**config.mk**
```make
export PLATFORM = sky130hd
export DESIGN_NAME = fcs_regen_mii
export DESIGN_NICKNAME = d
export VERILOG_FILES = /design/src/rtl/fcsr_pkg.sv /design/src/rtl/fcsr_nib_delay.sv /design/src/rtl/fcsr_crc32_nib.sv /design/src/rtl/fcsr_seq_ctrl.sv /design/src/rtl/fcs_regen_mii.sv
export SDC_FILE = /design/constraint.sdc
export NUM_CORES = 1
export LEC_CHECK = 0
export ABC_AREA = 1
export BUFFER_PORTS_ARGS = -buffer_cell sky130_fd_sc_hd__buf_2
export CELL_PAD_IN_SITES_DETAIL_PLACEMENT = 0
export CELL_PAD_IN_SITES_GLOBAL_PLACEMENT = 1
export CORE_MARGIN = 2
export CORE_UTILIZATION = 47
export CTS_CLUSTER_SIZE = 16
export DETAILED_ROUTE_END_ITERATION = 10
export MAX_ROUTING_LAYER = met4
export PLACE_DENSITY = 0.88
export SYNTH_ARGS = -nofsm -noshare
export SYNTH_HDL_FRONTEND = slang
export SYNTH_HIERARCHICAL = 1
export SYNTH_SLANG_ARGS = --single-unit
```
**constraint.sdc**
```tcl
create_clock -name clk -period 1.7 [get_ports clk]
set_input_delay 0.425 -clock clk [delete_from_list [all_inputs] [get_ports clk]]
set_output_delay 0.425 -clock clk [all_outputs]
set_load 0.005 [all_outputs]
```
**src/rtl/fcsr_pkg.sv**
```systemverilog
package fcsr_pkg;

    localparam int NIB_W    = 4;
    localparam int CRC_W    = 32;
    localparam int FCS_NIBS = CRC_W / NIB_W;

    localparam logic [CRC_W-1:0] CRC_POLY   = 32'h04C11DB7;
    localparam logic [CRC_W-1:0] CRC_PRESET = '1;

    typedef struct packed {
        logic             en;
        logic             er;
        logic [NIB_W-1:0] d;
    } mii_nib_t;

    typedef enum logic [1:0] {
        ST_IDLE,
        ST_HUNT,
        ST_BODY,
        ST_FCS
    } regen_state_t;

    // One nibble of the MSB-first recurrence; d[0] is the first wire bit.
    function automatic logic [CRC_W-1:0] crc_nib_next(
        input logic [CRC_W-1:0] c,
        input logic [NIB_W-1:0] d,
        input logic [CRC_W-1:0] poly
    );
        logic [CRC_W-1:0] r;
        logic             fb;
        r = c;
        for (int i = 0; i < NIB_W; i++) begin
            fb = r[CRC_W-1] ^ d[i];
            r  = {r[CRC_W-2:0], 1'b0};
            if (fb) r = r ^ poly;
        end
        return r;
    endfunction

    // Top NIB_W bits of w placed so the highest term leaves on bit 0.
    function automatic logic [NIB_W-1:0] fcs_wire_nib(input logic [CRC_W-1:0] w);
        logic [NIB_W-1:0] n;
        for (int i = 0; i < NIB_W; i++) n[i] = w[CRC_W-1-i];
        return n;
    endfunction

endpackage

```
**src/rtl/fcsr_nib_delay.sv**
```systemverilog
module fcsr_nib_delay
    import fcsr_pkg::*;
#(
    parameter int DEPTH = FCS_NIBS
) (
    input  logic     clk,
    input  logic     rst_n,
    input  mii_nib_t din,
    output mii_nib_t head,
    output mii_nib_t tail
);

    mii_nib_t [DEPTH-1:0] stage;

    always_ff @(posedge clk or negedge rst_n) begin
        if (!rst_n) stage <= '0;
        else        stage <= {stage[DEPTH-2:0], din};
    end

    assign head = stage[0];
    assign tail = stage[DEPTH-1];

endmodule

```
**src/rtl/fcsr_crc32_nib.sv**
```systemverilog
module fcsr_crc32_nib
    import fcsr_pkg::*;
#(
    parameter logic [CRC_W-1:0] POLY = CRC_POLY
) (
    input  logic             clk,
    input  logic             rst_n,
    input  logic             clear,
    input  logic             step,
    input  logic [NIB_W-1:0] nib,
    output logic [CRC_W-1:0] crc_q
);

    always_ff @(posedge clk or negedge rst_n) begin
        if (!rst_n)     crc_q <= CRC_PRESET;
        else if (clear) crc_q <= CRC_PRESET;
        else if (step)  crc_q <= crc_nib_next(crc_q, nib, POLY);
    end

endmodule

```
**src/rtl/fcsr_seq_ctrl.sv**
```systemverilog
module fcsr_seq_ctrl
    import fcsr_pkg::*;
#(
    parameter logic [NIB_W-1:0] SFD_CODE = 4'hD
) (
    input  logic         clk,
    input  logic         rst_n,
    input  mii_nib_t     tail,
    input  logic         head_en,
    input  logic         in_en,
    output regen_state_t st,
    output logic         load_fcs,
    output logic         crc_clear,
    output logic         crc_step
);

    localparam int CNT_W = $clog2(FCS_NIBS);
    localparam logic [CNT_W-1:0] CNT_LAST = CNT_W'(FCS_NIBS - 2);

    regen_state_t     nx;
    logic [CNT_W-1:0] cnt;
    logic             fall;

    assign fall = head_en && !in_en;

    always_ff @(posedge clk or negedge rst_n) begin
        if (!rst_n) begin
            st  <= ST_IDLE;
            cnt <= '0;
        end else begin
            st  <= nx;
            cnt <= (st == ST_FCS) ? cnt + 1'b1 : '0;
        end
    end

    always_comb begin
        nx = st;
        unique case (st)
            ST_IDLE: if (tail.en) nx = (tail.d == SFD_CODE) ? ST_BODY : ST_HUNT;
            ST_HUNT: begin
                if (!tail.en)                nx = ST_IDLE;
                else if (tail.d == SFD_CODE) nx = ST_BODY;
            end
            ST_BODY: begin
                if (fall)          nx = ST_FCS;
                else if (!tail.en) nx = ST_IDLE;
            end
            ST_FCS:  if (cnt == CNT_LAST) nx = ST_IDLE;
        endcase
    end

    always_comb begin
        load_fcs  = (st == ST_BODY) && fall;
        crc_clear = (st != ST_BODY);
        crc_step  = (st == ST_BODY) && !fall && tail.en;
    end

endmodule

```
**src/rtl/fcs_regen_mii.sv**
```systemverilog
module fcs_regen_mii
    import fcsr_pkg::*;
#(
    parameter logic [3:0]  SFD_CODE = 4'hD,
    parameter logic [31:0] POLY     = 32'h04C11DB7
) (
    input  logic       clk,
    input  logic       rst_n,
    input  logic [3:0] in_txd,
    input  logic       in_txen,
    input  logic       in_txer,
    output logic [3:0] out_txd,
    output logic       out_txen,
    output logic       out_txer
);

    mii_nib_t         din;
    mii_nib_t         head;
    mii_nib_t         tail;
    regen_state_t     st;
    logic             load_fcs;
    logic             crc_clear;
    logic             crc_step;
    logic [CRC_W-1:0] crc_q;
    logic [CRC_W-1:0] fcs_hold;
    logic [CRC_W-1:0] fcs_new;
    logic             sub_q;

    assign din     = {in_txen, in_txer, in_txd};
    assign fcs_new = ~crc_q;

    fcsr_nib_delay #(.DEPTH(FCS_NIBS)) u_dly (
        .clk   (clk),
        .rst_n (rst_n),
        .din   (din),
        .head  (head),
        .tail  (tail)
    );

    fcsr_seq_ctrl #(.SFD_CODE(SFD_CODE)) u_ctrl (
        .clk       (clk),
        .rst_n     (rst_n),
        .tail      (tail),
        .head_en   (head.en),
        .in_en     (in_txen),
        .st        (st),
        .load_fcs  (load_fcs),
        .crc_clear (crc_clear),
        .crc_step  (crc_step)
    );

    fcsr_crc32_nib #(.POLY(POLY)) u_crc (
        .clk   (clk),
        .rst_n (rst_n),
        .clear (crc_clear),
        .step  (crc_step),
        .nib   (tail.d),
        .crc_q (crc_q)
    );

    always_ff @(posedge clk or negedge rst_n) begin
        if (!rst_n) begin
            out_txd  <= '0;
            out_txen <= 1'b0;
            out_txer <= 1'b0;
            fcs_hold <= '0;
            sub_q    <= 1'b0;
        end else begin
            out_txen <= tail.en;
            out_txer <= tail.er;
            sub_q    <= load_fcs || (st == ST_FCS);
            if (load_fcs) begin
                out_txd  <= fcs_wire_nib(fcs_new);
                fcs_hold <= fcs_new << NIB_W;
            end else if (st == ST_FCS) begin
                out_txd  <= fcs_wire_nib(fcs_hold);
                fcs_hold <= fcs_hold << NIB_W;
            end else begin
                out_txd  <= tail.d;
            end
        end
    end

endmodule

```
==> impl_metrics.csv <==
group,metric,value,unit
status,status,"completed",
logic_synthesis,synth_cells,657,
setup_path,worstPathRequired,2.05,ns
detailed_routing,finalWirelength,12400,um
placement,hpwl,8260,um
clock_tree,clockBufferDepth,2,
clock_tree,cts_tree,"built",
detailed_routing,wl_met2,5810,um
setup_path,regToRegEndpoint,"fcs_hold[8]$_DFFE_PN0P_",
floorplan,initial_utilization,47.6,%
global_routing,grt.total_usage,22.2,%
floorplan,io_pins,14,
clock_tree,cts_setup_buffers,0,
timing,fin_crit,1.59,ns
setup_path,critPathCaptureType,"flop",
power_and_ir_drop,power_density,1280,mW/mm^2
power_and_ir_drop,p_leak,3.51,nW
min_path,hp-class,"input pin to flop",
clock_tree,worstSkewPairLatency,0.41,ns
floorplan,die_h,111,um
setup_path,crit_type,"flop to flop",
detailed_routing,drcViolationCount,0,
placement,place_area,0.00571,sq mm
floorplan,rows,39,
finish,diodes,0,
timing,setup_viol,0,
setup_path,worstSetupEndpoint,"fcs_hold[8]$_DFFE_PN0P_",
detailed_routing,drtAntennaViolNets,0,
logic_synthesis,syn-num-nets,667,
job,max_cap_viol_count,0,
global_routing,grt_pass1_vias,4251,
logic_synthesis,netlist_area,0.00539,sq mm
detailed_routing,via_per_inst,5.08,
timing,slew-limit-headroom,77.3,%
global_routing,grt_start_max_net_pins,45,
detailed_routing,wl_met1,5640,um
clock_tree,cts_root_buf,"clkbuf_16",
timing,rsz0062_at_grt,"false",
timing,worstMarginPinSlew,0.340,ns
floorplan,chipWidth,111,um
global_routing,grt_pass1_wl,20800,um
setup_path,r2r.worst_path.cells,7,
placement,io_buffers,13,
detailed_routing,drt_iter0_drc,365,
power_and_ir_drop,vdd_drop_max,0.925,mV
finish,final_net_count,698,
timing,final_hold_viol_count,0,
detailed_routing,vias,4280,
logic_synthesis,ys_warn_count,6,
placement,gp_congestion,0.893,
timing,max_freq,629,MHz
detailed_routing,route.met3.wl,714,um
global_routing,antenna_found_initial,0,
setup_path,crit_start,"u_ctrl/st[0]$_DFFE_PN0P_",
timing,fin_skew,0.0129,ns
setup_path,arrival,1.94,ns
placement,dp_slack,0.0342,ns
clock_tree,h-tree-depth,4,
detailed_routing,dr.pass1.iters,5,
finish,drive_gt1_share,16.9,%
timing,finalSetupTns,0,ns
setup_path,timing.rr.start,"u_ctrl/st[0]$_DFFE_PN0P_",
detailed_routing,top_layer,"met4",
finish,syn2layout_area_growth,17.8,%
clock_tree,clkTransAtPathRegs,0.05,ns
timing,slew_viol_final,0,
detailed_routing,wl_per_cell,14.7,um
global_routing,grt_overflow,0,
setup_path,worstPathMaxFanout,12,
timing,setup_slack,0.110,ns
finish,fin_area,0.00634,sq mm
setup_path,critPathLaunchType,"flop",
floorplan,coreArea,0.0113,sq mm
logic_synthesis,syn_area_per_cell,8.20,sq um
timing,period_share,93.6,%
clock_tree,cts_sinks,119,
setup_path,ff2ff_setup_slack,0.11,ns
clock_tree,numCtsBuffers,17,
floorplan,dieArea,0.0123,sq mm
==> layout make-up <==
class | count | area, sq um
inverters | 91 | 342
well taps | 143 | 179
repair buffers | 42 | 367
flip-flops and latches | 119 | 3020
clock buffers | 20 | 457
clock inverters | 11 | 148
multi-input cells | 417 | 1830
fillers | 1035 | 4980
==> sequential cells by signal, summed over array words and instances, names as in the netlist <==
signal       count
out_txd          4
u_dly/stage     36
out_txer         1
u_dly/tail       6
fcs_hold        28
u_ctrl/st        2
u_ctrl/cnt       3
u_crc/crc_q     32
u_dly/head       6
out_txen         1
==> repair_timing <==
action	in CTS	in global routing
hold endpoints to repair	10	0
resized for setup	0	8
hold buffers	1	0
endpoints found under the setup margin	0	23
==> report_power, final <==
group | total [mW] | internal [mW] | switching (mW)
Sequential | 3.27 | 3.10 | 0.168
Combinational | 1.20 | 0.417 | 0.780
Clock | 3.65 | 2.37 | 1.28
Total | 8.12 | 5.89 | 2.23
==> metal layers <==
layer,global-route usage (%),vias to the layer above
li1,-,2073
met1,29.2,2064
met2,33.5,124
met3,5.80,19
met4,8.40,0
met5,-,-
==> critical path, cell delays in order, from the launching register on <==
cell     delay (ns)
dfrtp_2        0.45
inv_1          0.08
nand2_1        0.18
nor2_4         0.21
inv_2          0.12
buf_4          0.19
or2_0          0.21
nand3_1        0.08
==> worst min path at each step <==
stage                         start                        to  slack (ns)  depth (start not counted)
after global placement        rst_n   u_dly/head[3]$_DFF_PN0_        0.28                          1
after global routing      in_txd[0]   u_dly/head[0]$_DFF_PN0_         0.1                          1
after detailed placement      rst_n   u_dly/head[3]$_DFF_PN0_        0.29                          1
final                     in_txd[0]   u_dly/head[0]$_DFF_PN0_        0.12                          1
after floorplan               rst_n  fcs_hold[10]$_DFFE_PN0P_        0.13                          0
after CTS                 in_txd[2]   u_dly/head[2]$_DFF_PN0_         0.1                          1
==> per-stage QoR <==
stage | hold WS [ns] | util [%] | power, mW | cells
final | 0.117 | 56.0 | 8.12 | 843
after global routing | 0.0952 | 56.0 | 8.49 | 843
after CTS | 0.0973 | 55.8 | 8.16 | 843
after detailed placement | 0.286 | 50.4 | 4.48 | 811
after global placement | 0.281 | 50.4 | 4.44 | 811
after floorplan | 0.129 | - | 4.05 | 657
==> cell usage in the layout (no fill, tap or decap), types with 2 or more instances in the layout <==
master      count
nand4_1         4
clkinvlp_4      4
nand2_2         7
o21ai_0         5
a21oi_1         5
o21ai_1         4
dfrtp_2         2
or2_2           4
dfrtp_1        85
clkbuf_8        2
ha_1            2
nand2_1       250
buf_12          6
xor2_1          3
nand3_1        90
clkbuf_16      17
o22ai_1         5
clkinv_2        2
or2_0           8
inv_1          90
nor2_1         22
bufinv_16       3
buf_2          12
a22oi_1         4
dfstp_2        32
buf_4          22
No activity file was read; power rests on OpenSTA's default activity.
